File: src/rtl/cfl_pkg.sv
package cfl_pkg;

  typedef enum logic [1:0] {
    PH_IDLE  = 2'd0,
    PH_FEED  = 2'd1,
    PH_DRAIN = 2'd2
  } phase_t;

  typedef enum logic {
    MODE_PACKED = 1'b0,
    MODE_RAW    = 1'b1
  } mode_t;

  localparam logic [7:0] MARK_BYTE = 8'hFF;
  localparam logic [3:0] PACKED_NIB = 4'h3;

endpackage

File: src/rtl/cfl_rst_sync.sv
module cfl_rst_sync (
  input  logic clk,
  input  logic rst_n,
  output logic rst_sync_n
);

  logic [1:0] sync_q;

  always_ff @(posedge clk or negedge rst_n) begin
    if (!rst_n) sync_q <= 2'b00;
    else        sync_q <= {sync_q[0], 1'b1};
  end

  assign rst_sync_n = sync_q[1];

endmodule

File: src/rtl/cfl_hdr_walk.sv
module cfl_hdr_walk #(
  parameter int IDX_W     = 18,
  parameter int HDR_OFS   = 15,
  parameter int N_FIELDS  = 4,
  parameter int FIELD_ADJ = 3
) (
  input  logic             clk,
  input  logic             rst_n,
  input  logic             init,
  input  logic             take,
  input  logic [IDX_W-1:0] idx,
  input  logic [7:0]       din,
  output logic             in_region
);

  localparam int CNT_W = $clog2(N_FIELDS + 1);

  logic [IDX_W-1:0] ptr_q, ptr_d;
  logic [CNT_W-1:0] cnt_q, cnt_d;
  logic             walking;

  assign walking   = (cnt_q < CNT_W'(N_FIELDS));
  assign in_region = !walking && (idx >= ptr_q);

  always_comb begin
    ptr_d = ptr_q;
    cnt_d = cnt_q;
    if (init) begin
      ptr_d = IDX_W'(HDR_OFS);
      cnt_d = '0;
    end else if (take && walking && (idx == ptr_q)) begin
      ptr_d = ptr_q + IDX_W'(din) + IDX_W'(FIELD_ADJ);
      cnt_d = cnt_q + CNT_W'(1);
    end
  end

  always_ff @(posedge clk or negedge rst_n) begin
    if (!rst_n) begin
      ptr_q <= '0;
      cnt_q <= '0;
    end else begin
      ptr_q <= ptr_d;
      cnt_q <= cnt_d;
    end
  end

endmodule

File: src/rtl/cfl_pre_det.sv
module cfl_pre_det
  import cfl_pkg::*;
#(
  parameter int IDX_W   = 18,
  parameter int RUN_LEN = 4
) (
  input  logic             clk,
  input  logic             rst_n,
  input  logic             init,
  input  logic             raw_mode,
  input  logic             look,
  input  logic [IDX_W-1:0] idx,
  input  logic [7:0]       din,
  output logic             hit,
  output logic [IDX_W-1:0] hit_start
);

  localparam int RUN_W = $clog2(RUN_LEN);
  localparam logic [RUN_W-1:0] RUN_TOP = RUN_W'(RUN_LEN - 1);

  logic [RUN_W-1:0] run_q, run_d;
  logic             prev_ff_q, prev_ff_d;
  logic             is_mark;

  assign is_mark = (din == MARK_BYTE);

  always_comb begin
    if (raw_mode) begin
      hit       = look && is_mark && (run_q == RUN_TOP);
      hit_start = idx - IDX_W'(RUN_LEN - 1);
    end else begin
      hit       = look && prev_ff_q && (din[7:4] == PACKED_NIB);
      hit_start = idx + IDX_W'(1);
    end
  end

  always_comb begin
    run_d     = run_q;
    prev_ff_d = prev_ff_q;
    if (init) begin
      run_d     = '0;
      prev_ff_d = 1'b0;
    end else if (look) begin
      prev_ff_d = is_mark;
      if (!is_mark)             run_d = '0;
      else if (run_q != RUN_TOP) run_d = run_q + RUN_W'(1);
    end
  end

  always_ff @(posedge clk or negedge rst_n) begin
    if (!rst_n) begin
      run_q     <= '0;
      prev_ff_q <= 1'b0;
    end else begin
      run_q     <= run_d;
      prev_ff_q <= prev_ff_d;
    end
  end

endmodule

File: src/rtl/cfl_hold_win.sv
module cfl_hold_win #(
  parameter int DEPTH = 3
) (
  input  logic       clk,
  input  logic       rst_n,
  input  logic       shift,
  input  logic [7:0] din,
  output logic [7:0] dout
);

  logic [7:0] stage_q [DEPTH];

  for (genvar s = 0; s < DEPTH; s++) begin : g_stage
    logic [7:0] feed;
    if (s == 0) begin : g_head
      assign feed = din;
    end else begin : g_body
      assign feed = stage_q[s-1];
    end
    always_ff @(posedge clk or negedge rst_n) begin
      if (!rst_n)     stage_q[s] <= '0;
      else if (shift) stage_q[s] <= feed;
    end
  end

  assign dout = stage_q[DEPTH-1];

endmodule

File: src/rtl/cfl_locator.sv
module cfl_locator
  import cfl_pkg::*;
#(
  parameter int LEN_W     = 16,
  parameter int HDR_OFS   = 15,
  parameter int N_FIELDS  = 4,
  parameter int FIELD_ADJ = 3,
  parameter int RUN_LEN   = 4
) (
  input  logic             clk,
  input  logic             rst_n,
  input  logic             start,
  input  logic             mode,
  input  logic [LEN_W-1:0] total_len,
  input  logic             in_valid,
  input  logic [7:0]       in_byte,
  output logic             busy,
  output logic             out_valid,
  output logic [7:0]       out_byte,
  output logic             rep_valid,
  output logic [LEN_W-1:0] start_off,
  output logic [LEN_W-1:0] pay_len,
  output logic             done,
  output logic             err
);

  localparam int IDX_W = LEN_W + 2;
  localparam int WIN   = RUN_LEN - 1;

  logic rst_sync_n;

  phase_t           ph_q, ph_d;
  logic [IDX_W-1:0] idx_q, idx_d;
  logic [LEN_W-1:0] len_q, len_d;
  mode_t            mode_q, mode_d;
  logic             found_q, found_d;
  logic [IDX_W-1:0] st_q, st_d;
  logic             err_q, err_d;
  logic             done_q, done_d;
  logic             rep_q, rep_d;
  logic [LEN_W-1:0] rep_off_q, rep_off_d;
  logic [LEN_W-1:0] rep_len_q, rep_len_d;
  logic             ov_q, ov_d;
  logic [7:0]       ob_q, ob_d;

  logic             init, take, step, look, in_region, hit;
  logic [IDX_W-1:0] hit_start, st_nx, exit_idx;
  logic             found_nx, fwd, last_in, last_drain;
  logic [7:0]       win_out, win_in;

  cfl_rst_sync u_rst (
    .clk        (clk),
    .rst_n      (rst_n),
    .rst_sync_n (rst_sync_n)
  );

  assign init = (ph_q == PH_IDLE) && start;
  assign take = (ph_q == PH_FEED) && in_valid;
  assign step = take || (ph_q == PH_DRAIN);
  assign look = take && in_region && !found_q;

  cfl_hdr_walk #(
    .IDX_W     (IDX_W),
    .HDR_OFS   (HDR_OFS),
    .N_FIELDS  (N_FIELDS),
    .FIELD_ADJ (FIELD_ADJ)
  ) u_walk (
    .clk       (clk),
    .rst_n     (rst_sync_n),
    .init      (init),
    .take      (take),
    .idx       (idx_q),
    .din       (in_byte),
    .in_region (in_region)
  );

  cfl_pre_det #(
    .IDX_W   (IDX_W),
    .RUN_LEN (RUN_LEN)
  ) u_det (
    .clk       (clk),
    .rst_n     (rst_sync_n),
    .init      (init),
    .raw_mode  (mode_q == MODE_RAW),
    .look      (look),
    .idx       (idx_q),
    .din       (in_byte),
    .hit       (hit),
    .hit_start (hit_start)
  );

  assign win_in = take ? in_byte : 8'h00;

  cfl_hold_win #(
    .DEPTH (WIN)
  ) u_win (
    .clk   (clk),
    .rst_n (rst_sync_n),
    .shift (step),
    .din   (win_in),
    .dout  (win_out)
  );

  // byte leaving the window this cycle has index idx_q - WIN
  assign found_nx   = found_q || hit;
  assign st_nx      = hit ? hit_start : st_q;
  assign exit_idx   = idx_q - IDX_W'(WIN);
  assign fwd        = step && (idx_q >= IDX_W'(WIN)) && found_nx && (exit_idx >= st_nx);
  assign last_in    = take && (idx_q == IDX_W'(len_q) - IDX_W'(1));
  assign last_drain = (ph_q == PH_DRAIN) && (idx_q == IDX_W'(len_q) + IDX_W'(WIN - 1));

  always_comb begin
    ph_d      = ph_q;
    idx_d     = idx_q;
    len_d     = len_q;
    mode_d    = mode_q;
    found_d   = found_q;
    st_d      = st_q;
    err_d     = err_q;
    done_d    = 1'b0;
    rep_d     = 1'b0;
    rep_off_d = rep_off_q;
    rep_len_d = rep_len_q;
    ov_d      = fwd;
    ob_d      = fwd ? win_out : ob_q;
    unique case (ph_q)
      PH_IDLE: begin
        if (start) begin
          len_d   = total_len;
          mode_d  = mode_t'(mode);
          idx_d   = '0;
          found_d = 1'b0;
          st_d    = '0;
          err_d   = 1'b0;
          if (total_len == '0) begin
            done_d = 1'b1;
            err_d  = 1'b1;
          end else begin
            ph_d = PH_FEED;
          end
        end
      end
      PH_FEED: begin
        if (take) begin
          idx_d = idx_q + IDX_W'(1);
          if (hit) begin
            found_d   = 1'b1;
            st_d      = hit_start;
            rep_d     = 1'b1;
            rep_off_d = LEN_W'(hit_start);
            rep_len_d = len_q - LEN_W'(hit_start);
          end
          if (last_in) begin
            if (!found_nx) begin
              err_d  = 1'b1;
              done_d = 1'b1;
              ph_d   = PH_IDLE;
            end else begin
              ph_d = PH_DRAIN;
            end
          end
        end
      end
      PH_DRAIN: begin
        idx_d = idx_q + IDX_W'(1);
        if (last_drain) begin
          done_d = 1'b1;
          ph_d   = PH_IDLE;
        end
      end
      default: ph_d = PH_IDLE;
    endcase
  end

  always_ff @(posedge clk or negedge rst_sync_n) begin
    if (!rst_sync_n) begin
      ph_q      <= PH_IDLE;
      idx_q     <= '0;
      len_q     <= '0;
      mode_q    <= MODE_PACKED;
      found_q   <= 1'b0;
      st_q      <= '0;
      err_q     <= 1'b0;
      done_q    <= 1'b0;
      rep_q     <= 1'b0;
      rep_off_q <= '0;
      rep_len_q <= '0;
      ov_q      <= 1'b0;
      ob_q      <= '0;
    end else begin
      ph_q      <= ph_d;
      idx_q     <= idx_d;
      len_q     <= len_d;
      mode_q    <= mode_d;
      found_q   <= found_d;
      st_q      <= st_d;
      err_q     <= err_d;
      done_q    <= done_d;
      rep_q     <= rep_d;
      rep_off_q <= rep_off_d;
      rep_len_q <= rep_len_d;
      ov_q      <= ov_d;
      ob_q      <= ob_d;
    end
  end

  assign busy      = (ph_q != PH_IDLE);
  assign out_valid = ov_q;
  assign out_byte  = ob_q;
  assign rep_valid = rep_q;
  assign start_off = rep_off_q;
  assign pay_len   = rep_len_q;
  assign done      = done_q;
  assign err       = err_q;

endmodule

File: config.mk
export PLATFORM = sky130hd
export DESIGN_NAME = cfl_locator
export DESIGN_NICKNAME = d
export VERILOG_FILES = /design/src/rtl/cfl_pkg.sv /design/src/rtl/cfl_rst_sync.sv /design/src/rtl/cfl_hdr_walk.sv /design/src/rtl/cfl_pre_det.sv /design/src/rtl/cfl_hold_win.sv /design/src/rtl/cfl_locator.sv
export SDC_FILE = /design/constraint.sdc
export NUM_CORES = 1
export LEC_CHECK = 0
export BUFFER_PORTS_ARGS = -buffer_cell sky130_fd_sc_hd__buf_2
export CORE_UTILIZATION = 32
export DETAILED_ROUTE_END_ITERATION = 12
export HOLD_SLACK_MARGIN = 0.03
export PLACE_DENSITY = 0.45
export SLEW_MARGIN = 25
export SYNTH_ARGS = -nofsm -noshare
export SYNTH_HDL_FRONTEND = slang
export SYNTH_SLANG_ARGS = --single-unit
File: constraint.sdc
create_clock -name clk -period 14.12 [get_ports clk]
set_input_delay 2.824 -clock clk [delete_from_list [all_inputs] [get_ports clk]]
set_output_delay 2.824 -clock clk [all_outputs]
set_load 0.005 [all_outputs]
# ---- Word level (Yosys, flattened, before mapping)
# Cells that the tools add are included.
dict set report totals {
  regBits 150
  input_bits 29
  out_inout_bits 45
  wordCells 131
}
dict set report classes {
  n_addsub 9
  magnitude_cmp 4
  eq_ne 17
  n_mux 45
  reduce_logical 35
}
# operator n
set ops {}
lappend ops {{18-bit 2-to-1 mux} 7}
lappend ops {{18-bit case mux with 3 select lines} 1}
lappend ops {{18-bit == test} 2}
lappend ops {{18-bit >= comparator} 2}
lappend ops {{18-bit case mux with 2 select lines} 1}
lappend ops {{2-bit 2-to-1 mux} 10}
lappend ops {{1-bit 2-to-1 mux} 19}
lappend ops {{18-bit by 1-bit adder with 18-bit output, second input constant} 1}
lappend ops {{18-bit by 2-bit adder with 18-bit output, second input constant} 1}
lappend ops {{18-bit by 8-bit adder with 18-bit output} 1}
lappend ops {{18-bit by 17-bit == test with 1-bit output} 1}
lappend ops {{18-bit by 2-bit >= comparator with 1-bit output, second input constant} 1}
lappend ops {{18-bit by 2-bit subtractor with 18-bit output, second input constant} 1}
lappend ops {{16-bit by 2-bit adder with 17-bit output, second input constant} 1}
lappend ops {{16-bit by 1-bit subtractor with 17-bit output, second input constant} 1}
lappend ops {{1-bit logical AND} 16}
lappend ops {{16-bit logical NOT} 1}
lappend ops {{2-bit != test, second input constant} 8}
lappend ops {{16-bit subtractor} 1}
lappend ops {{5-bit AND reduction} 2}
lappend ops {{3-bit AND reduction} 3}
lappend ops {{8-bit == test, second input constant} 1}
lappend ops {{8-bit 2-to-1 mux} 1}
lappend ops {{2-bit nonzero test} 4}
lappend ops {{17 further kinds} 23}

# ---- Longest topological paths before layout
dict set report logic_depth {
  ltp_word 13
  mapped_depth 22
}

# ---- Hierarchy
# From an unflattened synthesis, not the netlist that was laid out.
dict set report hier_totals {
  hier_cells 1180
  hier_area_um2 10906.7
}
# module instances cells_each area_each_um2
set modules_own_cells {}
lappend modules_own_cells {cfl_locator 1 772 6896.6}
lappend modules_own_cells {cfl_hdr_walk 1 214 1911.8}
lappend modules_own_cells {cfl_pre_det 1 140 1047.3}
lappend modules_own_cells {cfl_hold_win 1 51 997.2}
lappend modules_own_cells {cfl_rst_sync 1 3 53.8}

# ---- Worst setup path after synthesis
# Ideal clock, no wire load.
dict set report synth_path {
  path_type {in2reg}
  from {input port in_valid}
  to {register ob_q[0] (netlist: out_byte[0])}
  t_arrival_ps 6452
  path_slack_ps 7544
  stages 17
  path_cell_list {and2_1 > clkbuf_1 > o311ai_1 > a21oi_1 > nand2_1 > inv_2 > buf_1 > mux2i_1 > ha_1 > a21o_1 > a21oi_1 > nor2b_1 > o21ai_0 > nand2b_1 > a2111oi_0 > a211oi_2 > mux2_2}
}
dict set report synth_via {
  elab_chain_len 9
}
# element line
set synth_rtl {}
lappend synth_rtl {{from (decl)} cfl_locator.sv:15} ;# input logic in_valid,
lappend synth_rtl {{1-bit logical AND *} cfl_locator.sv:58} ;# assign take = (ph_q == PH_FEED) && in_valid;
lappend synth_rtl {{1-bit logical AND (2 in series)} cfl_locator.sv:60} ;# assign look = take && in_region && !found_q;
lappend synth_rtl {{1-bit logical AND (on tied branches) (2 in series)} {cfl_pre_det.sv:32, cfl_pre_det.sv:29}}
lappend synth_rtl {{1-bit 2-to-1 mux} cfl_pre_det.sv:28} ;# if (raw_mode) begin
lappend synth_rtl {{18-bit 2-to-1 mux / 1-bit logical OR (equally long branches)} --}
lappend synth_rtl {{18-bit >= comparator / 1-bit logical AND (equally long branches)} cfl_locator.sv:108} ;# assign fwd = step && (idx_q >= IDX_W'(WIN)) && found_nx && (exit_idx >= st_nx);
lappend synth_rtl {{1-bit logical AND *} cfl_locator.sv:108}
lappend synth_rtl {{net fwd} cfl_locator.sv:48} ;# logic found_nx, fwd, last_in, last_drain;
lappend synth_rtl {{to (signal assigned)} cfl_locator.sv:189} ;# ob_q <= '0;
lappend synth_rtl {{to (signal assigned)} cfl_locator.sv:203} ;# ob_q <= ob_d;
lappend synth_rtl {{to (decl)} cfl_locator.sv:44} ;# logic [7:0] ob_q, ob_d;
# The timed path passes the listed nets; every way through them passes the cells marked *.
# A chain may end at the register's enable or synchronous reset.

# ---- Worst setup path in the final report
dict set report layout_path {
  from {input port in_valid}
  to {register ob_q[7] (netlist: out_byte[7])}
}
# Same word-level chain as after synthesis.

==> out/qor.txt <==
outcome: completed
GPL Wtd Cong: 0.840
drt wl/cell: 18.5 um
die extent in x: 179 um
Yosys warning count: 0
vias in the first global route: 7950
period utilization: 52.7%
CTS tree: yes
DRC violations left: 0
final setup vio count: 0
I/O pin count: 74
Worst R2R Setup Slack: 8.16 ns
Starting Density: 32.6%
worst setup margin: 6.68 ns
antenna-violating nets left: 0
FF-to-FF path depth: 19
busiest grt layer: met2
die area: 31900 um^2
CTS Hold Buffers Added: 0
met3 Use GR: 2.86%
Area Overhead vs Synth: 13.0%
Worst setup EP type: flip-flop
min Tclk post-route: 7.44 ns
share of cells above drive strength 1: 13.8%
Pre-Repair DR Iteration Count: 5
sequential area share after synthesis: 37.6%
RSZ-0062 raised after global routing: false
pin count of the biggest net entering global routing: 76
Mapped Avg Cell Area: 8.98 um^2
clk slew on worst S/H paths: 0.07 ns
Detailed Route WL: 28.8 mm
maxcap violations: 0
f_max: 0.134 GHz
std cell rows: 64
CTS root buffer: clkbuf_16
mapped cell area: 9990 um^2
critical setup path kind: input pin to flip-flop
setup tns final: 0 ns
top_reg_cell synth: dfrtp_1
total track usage: 19.0%
diode count: 0
first-pass GRT wire length: 45.6 mm
worst hold path type: flip-flop to async pin
post-CTS sizing: 0
post-layout util: 36.8%
Hold Slack: 0.307 ns
area occupied by multi-input gates: 5760 um^2
GRT overflow: 0
worst clock skew: 0.0149 ns
clk sinks: 150
Starting DRT DRC Count: 463
fillers: 3201
worst r2r src: idx_q[12]$_DFFE_PN0P_
Die Y: 179 um
Slew HR: 42.7%
Final HPWL DP: 21.5 mm
# nets final: 1261
Skew-Pair Late Insertion Delay: 0.44 ns
R2R Path End: out_byte[7]$_DFFE_PN0P_
via count: 8104
grt met1 use: 25.8%
Async SR Flop Fraction: 100%
post-CTS setup buffers: 0
CP arrival: 7.76 ns
Mapped Nets: 1221
core area: 30700 um^2
Fin. Hold Viols: 0
leak pwr: 5.21 nW
Crit Path Max Fanout: 68
worst slack, placed: 6.24 ns
I/O Buffers: 73
clock buffer depth: 2
Final Max Tran Viols: 0
Worst setup SP type: input pin
Power Density: 185 nW/um^2
slew at the pin closest to its max-slew limit: 0.838 ns
Req. time, crit path: 14.44 ns
vias per inst: 5.19
grt met2 use: 30.7%
Syn Inst Count: 1113
H-tree levels: 4
Peak supply drop: 0.0000919 V
synth unique cells: 71
#FFs+latches synth: 150
number of synthesized flops with an enable pin: 0
Reg area: 3760 um^2
overall power: 2.08 mW
initial antenna violation count: 0
total CTS buffers: 17
[cell usage after synthesis, types with 10 or more instances]
cell type	number	area, um^2
nand2_1	151	567
o31ai_1	17	128
mux2_2	28	315
mux2i_1	21	210
and3_1	10	62.6
dfrtp_1	150	3750
clkbuf_1	56	210
nor3_1	29	145
a21oi_1	51	255
xor2_1	33	289
xnor2_1	55	482
o21ai_0	69	345
nand3_1	28	140
nor4_1	14	87.6
nor2_1	57	214
nand4_1	14	87.6
ha_1	77	963
a21o_1	18	135
or3_1	11	68.8
a211oi_1	11	82.6
a22o_1	14	123
inv_1	62	233
nand2b_1	14	87.6
[report_power, final]
part           leakage, nW  internal (mW)  total (mW)  switching (mW)
registers             1.99          0.495       0.621           0.126
logic                 2.93          0.418        1.01           0.592
clock network        0.282          0.255       0.453           0.199
total                 5.21           1.17        2.08           0.917
[registers in the layout, summed over array words and instances (netlist names)]
register	cells
idx_q	18
out_valid	1
u_det.run_q	2
found_q	1
u_walk.cnt_q	3
u_win.dout	8
u_walk.ptr_q	18
done	1
st_q	18
rep_valid	1
ph_q	2
u_win.g_stage.feed	16
mode_q	1
out_byte	8
start_off	16
u_rst.sync_q	2
u_det.prev_ff_q	1
pay_len	16
err	1
len_q	16
[cells by family after synthesis]
| family | synth area share [%] |
|---|---|
| flops | 37.6 |
| other cells | 0.0375 |
| xor+xnor | 7.71 |
| mux | 5.26 |
| simple gates | 17.7 |
| compound gates | 16.8 |
| fa+ha+maj | 10.0 |
| buf+inv | 4.91 |
[cells in the final DEF, fill, tap and decap left out, types with 14 or more instances in the layout]
| master | instances |
|---|---|
| o21ai_0 | 69 |
| nand3_1 | 28 |
| ha_1 | 77 |
| o31ai_1 | 17 |
| nor4_1 | 14 |
| nand2_1 | 149 |
| nor3_1 | 29 |
| nand4_1 | 14 |
| clkbuf_16 | 17 |
| nand2b_1 | 14 |
| buf_2 | 73 |
| xor2_1 | 33 |
| nor2_1 | 56 |
| inv_1 | 62 |
| dfrtp_1 | 149 |
| xnor2_1 | 55 |
| a21oi_1 | 51 |
| mux2_2 | 28 |
| a22o_1 | 14 |
| mux2i_1 | 21 |
| a21o_1 | 18 |
[final cells by class]
type                       instances  area share (%)
tap                              396            4.39
timing repair buffer              84            4.11
inverter                          63            2.09
sequential                       150            33.3
multi-input combinational        837            51.0
clock inverter                    12            1.04
clock buffer                      20            4.04
[how the worst max path moves through the flow]
stage | from | to | slack (ns) | cells after the start
after floorplan | in_valid | out_byte[0]$_DFFE_PN0P_ | 7.54 | 17
after global placement | in_valid | out_byte[3]$_DFFE_PN0P_ | 6.56 | 17
after detailed placement | in_valid | out_byte[7]$_DFFE_PN0P_ | 6.24 | 17
after CTS | in_valid | out_byte[6]$_DFFE_PN0P_ | 6.71 | 17
after global routing | in_valid | out_byte[3]$_DFFE_PN0P_ | 6.25 | 17
final | in_valid | out_byte[7]$_DFFE_PN0P_ | 6.68 | 17
[metal layers]
metal,vias up,part of all wire (%)
met5,-,0
met4,0,1.9
met3,31,3.3
met2,180,46
met1,3847,49
li1,4046,-
[metrics by stage]
step           cell area (um^2)  instances
2_1_floorplan              9990       1113
3_3_place_gp              10700       1529
3_5_place_dp              10700       1529
4_1_cts                   11300       1561
5_1_grt                   11300       1562
6_report                  11300       1562
[critical path, cell delays in order]
cell and delay [ns]:
buf_2 0.09, and2_1 0.53, o2111ai_1 0.26, a21oi_1 0.53, nand2_2 0.09, buf_4 0.33, inv_2 0.48, mux2i_1 0.25
ha_1 0.27, a21o_1 0.18, a21oi_1 0.14, nor2b_1 0.06, o21ai_0 0.15, nand2b_1 0.09, a2111oi_0 0.78, a211oi_4 0.29
mux2_2 0.34
No activity file was read; power rests on OpenSTA's default activity.
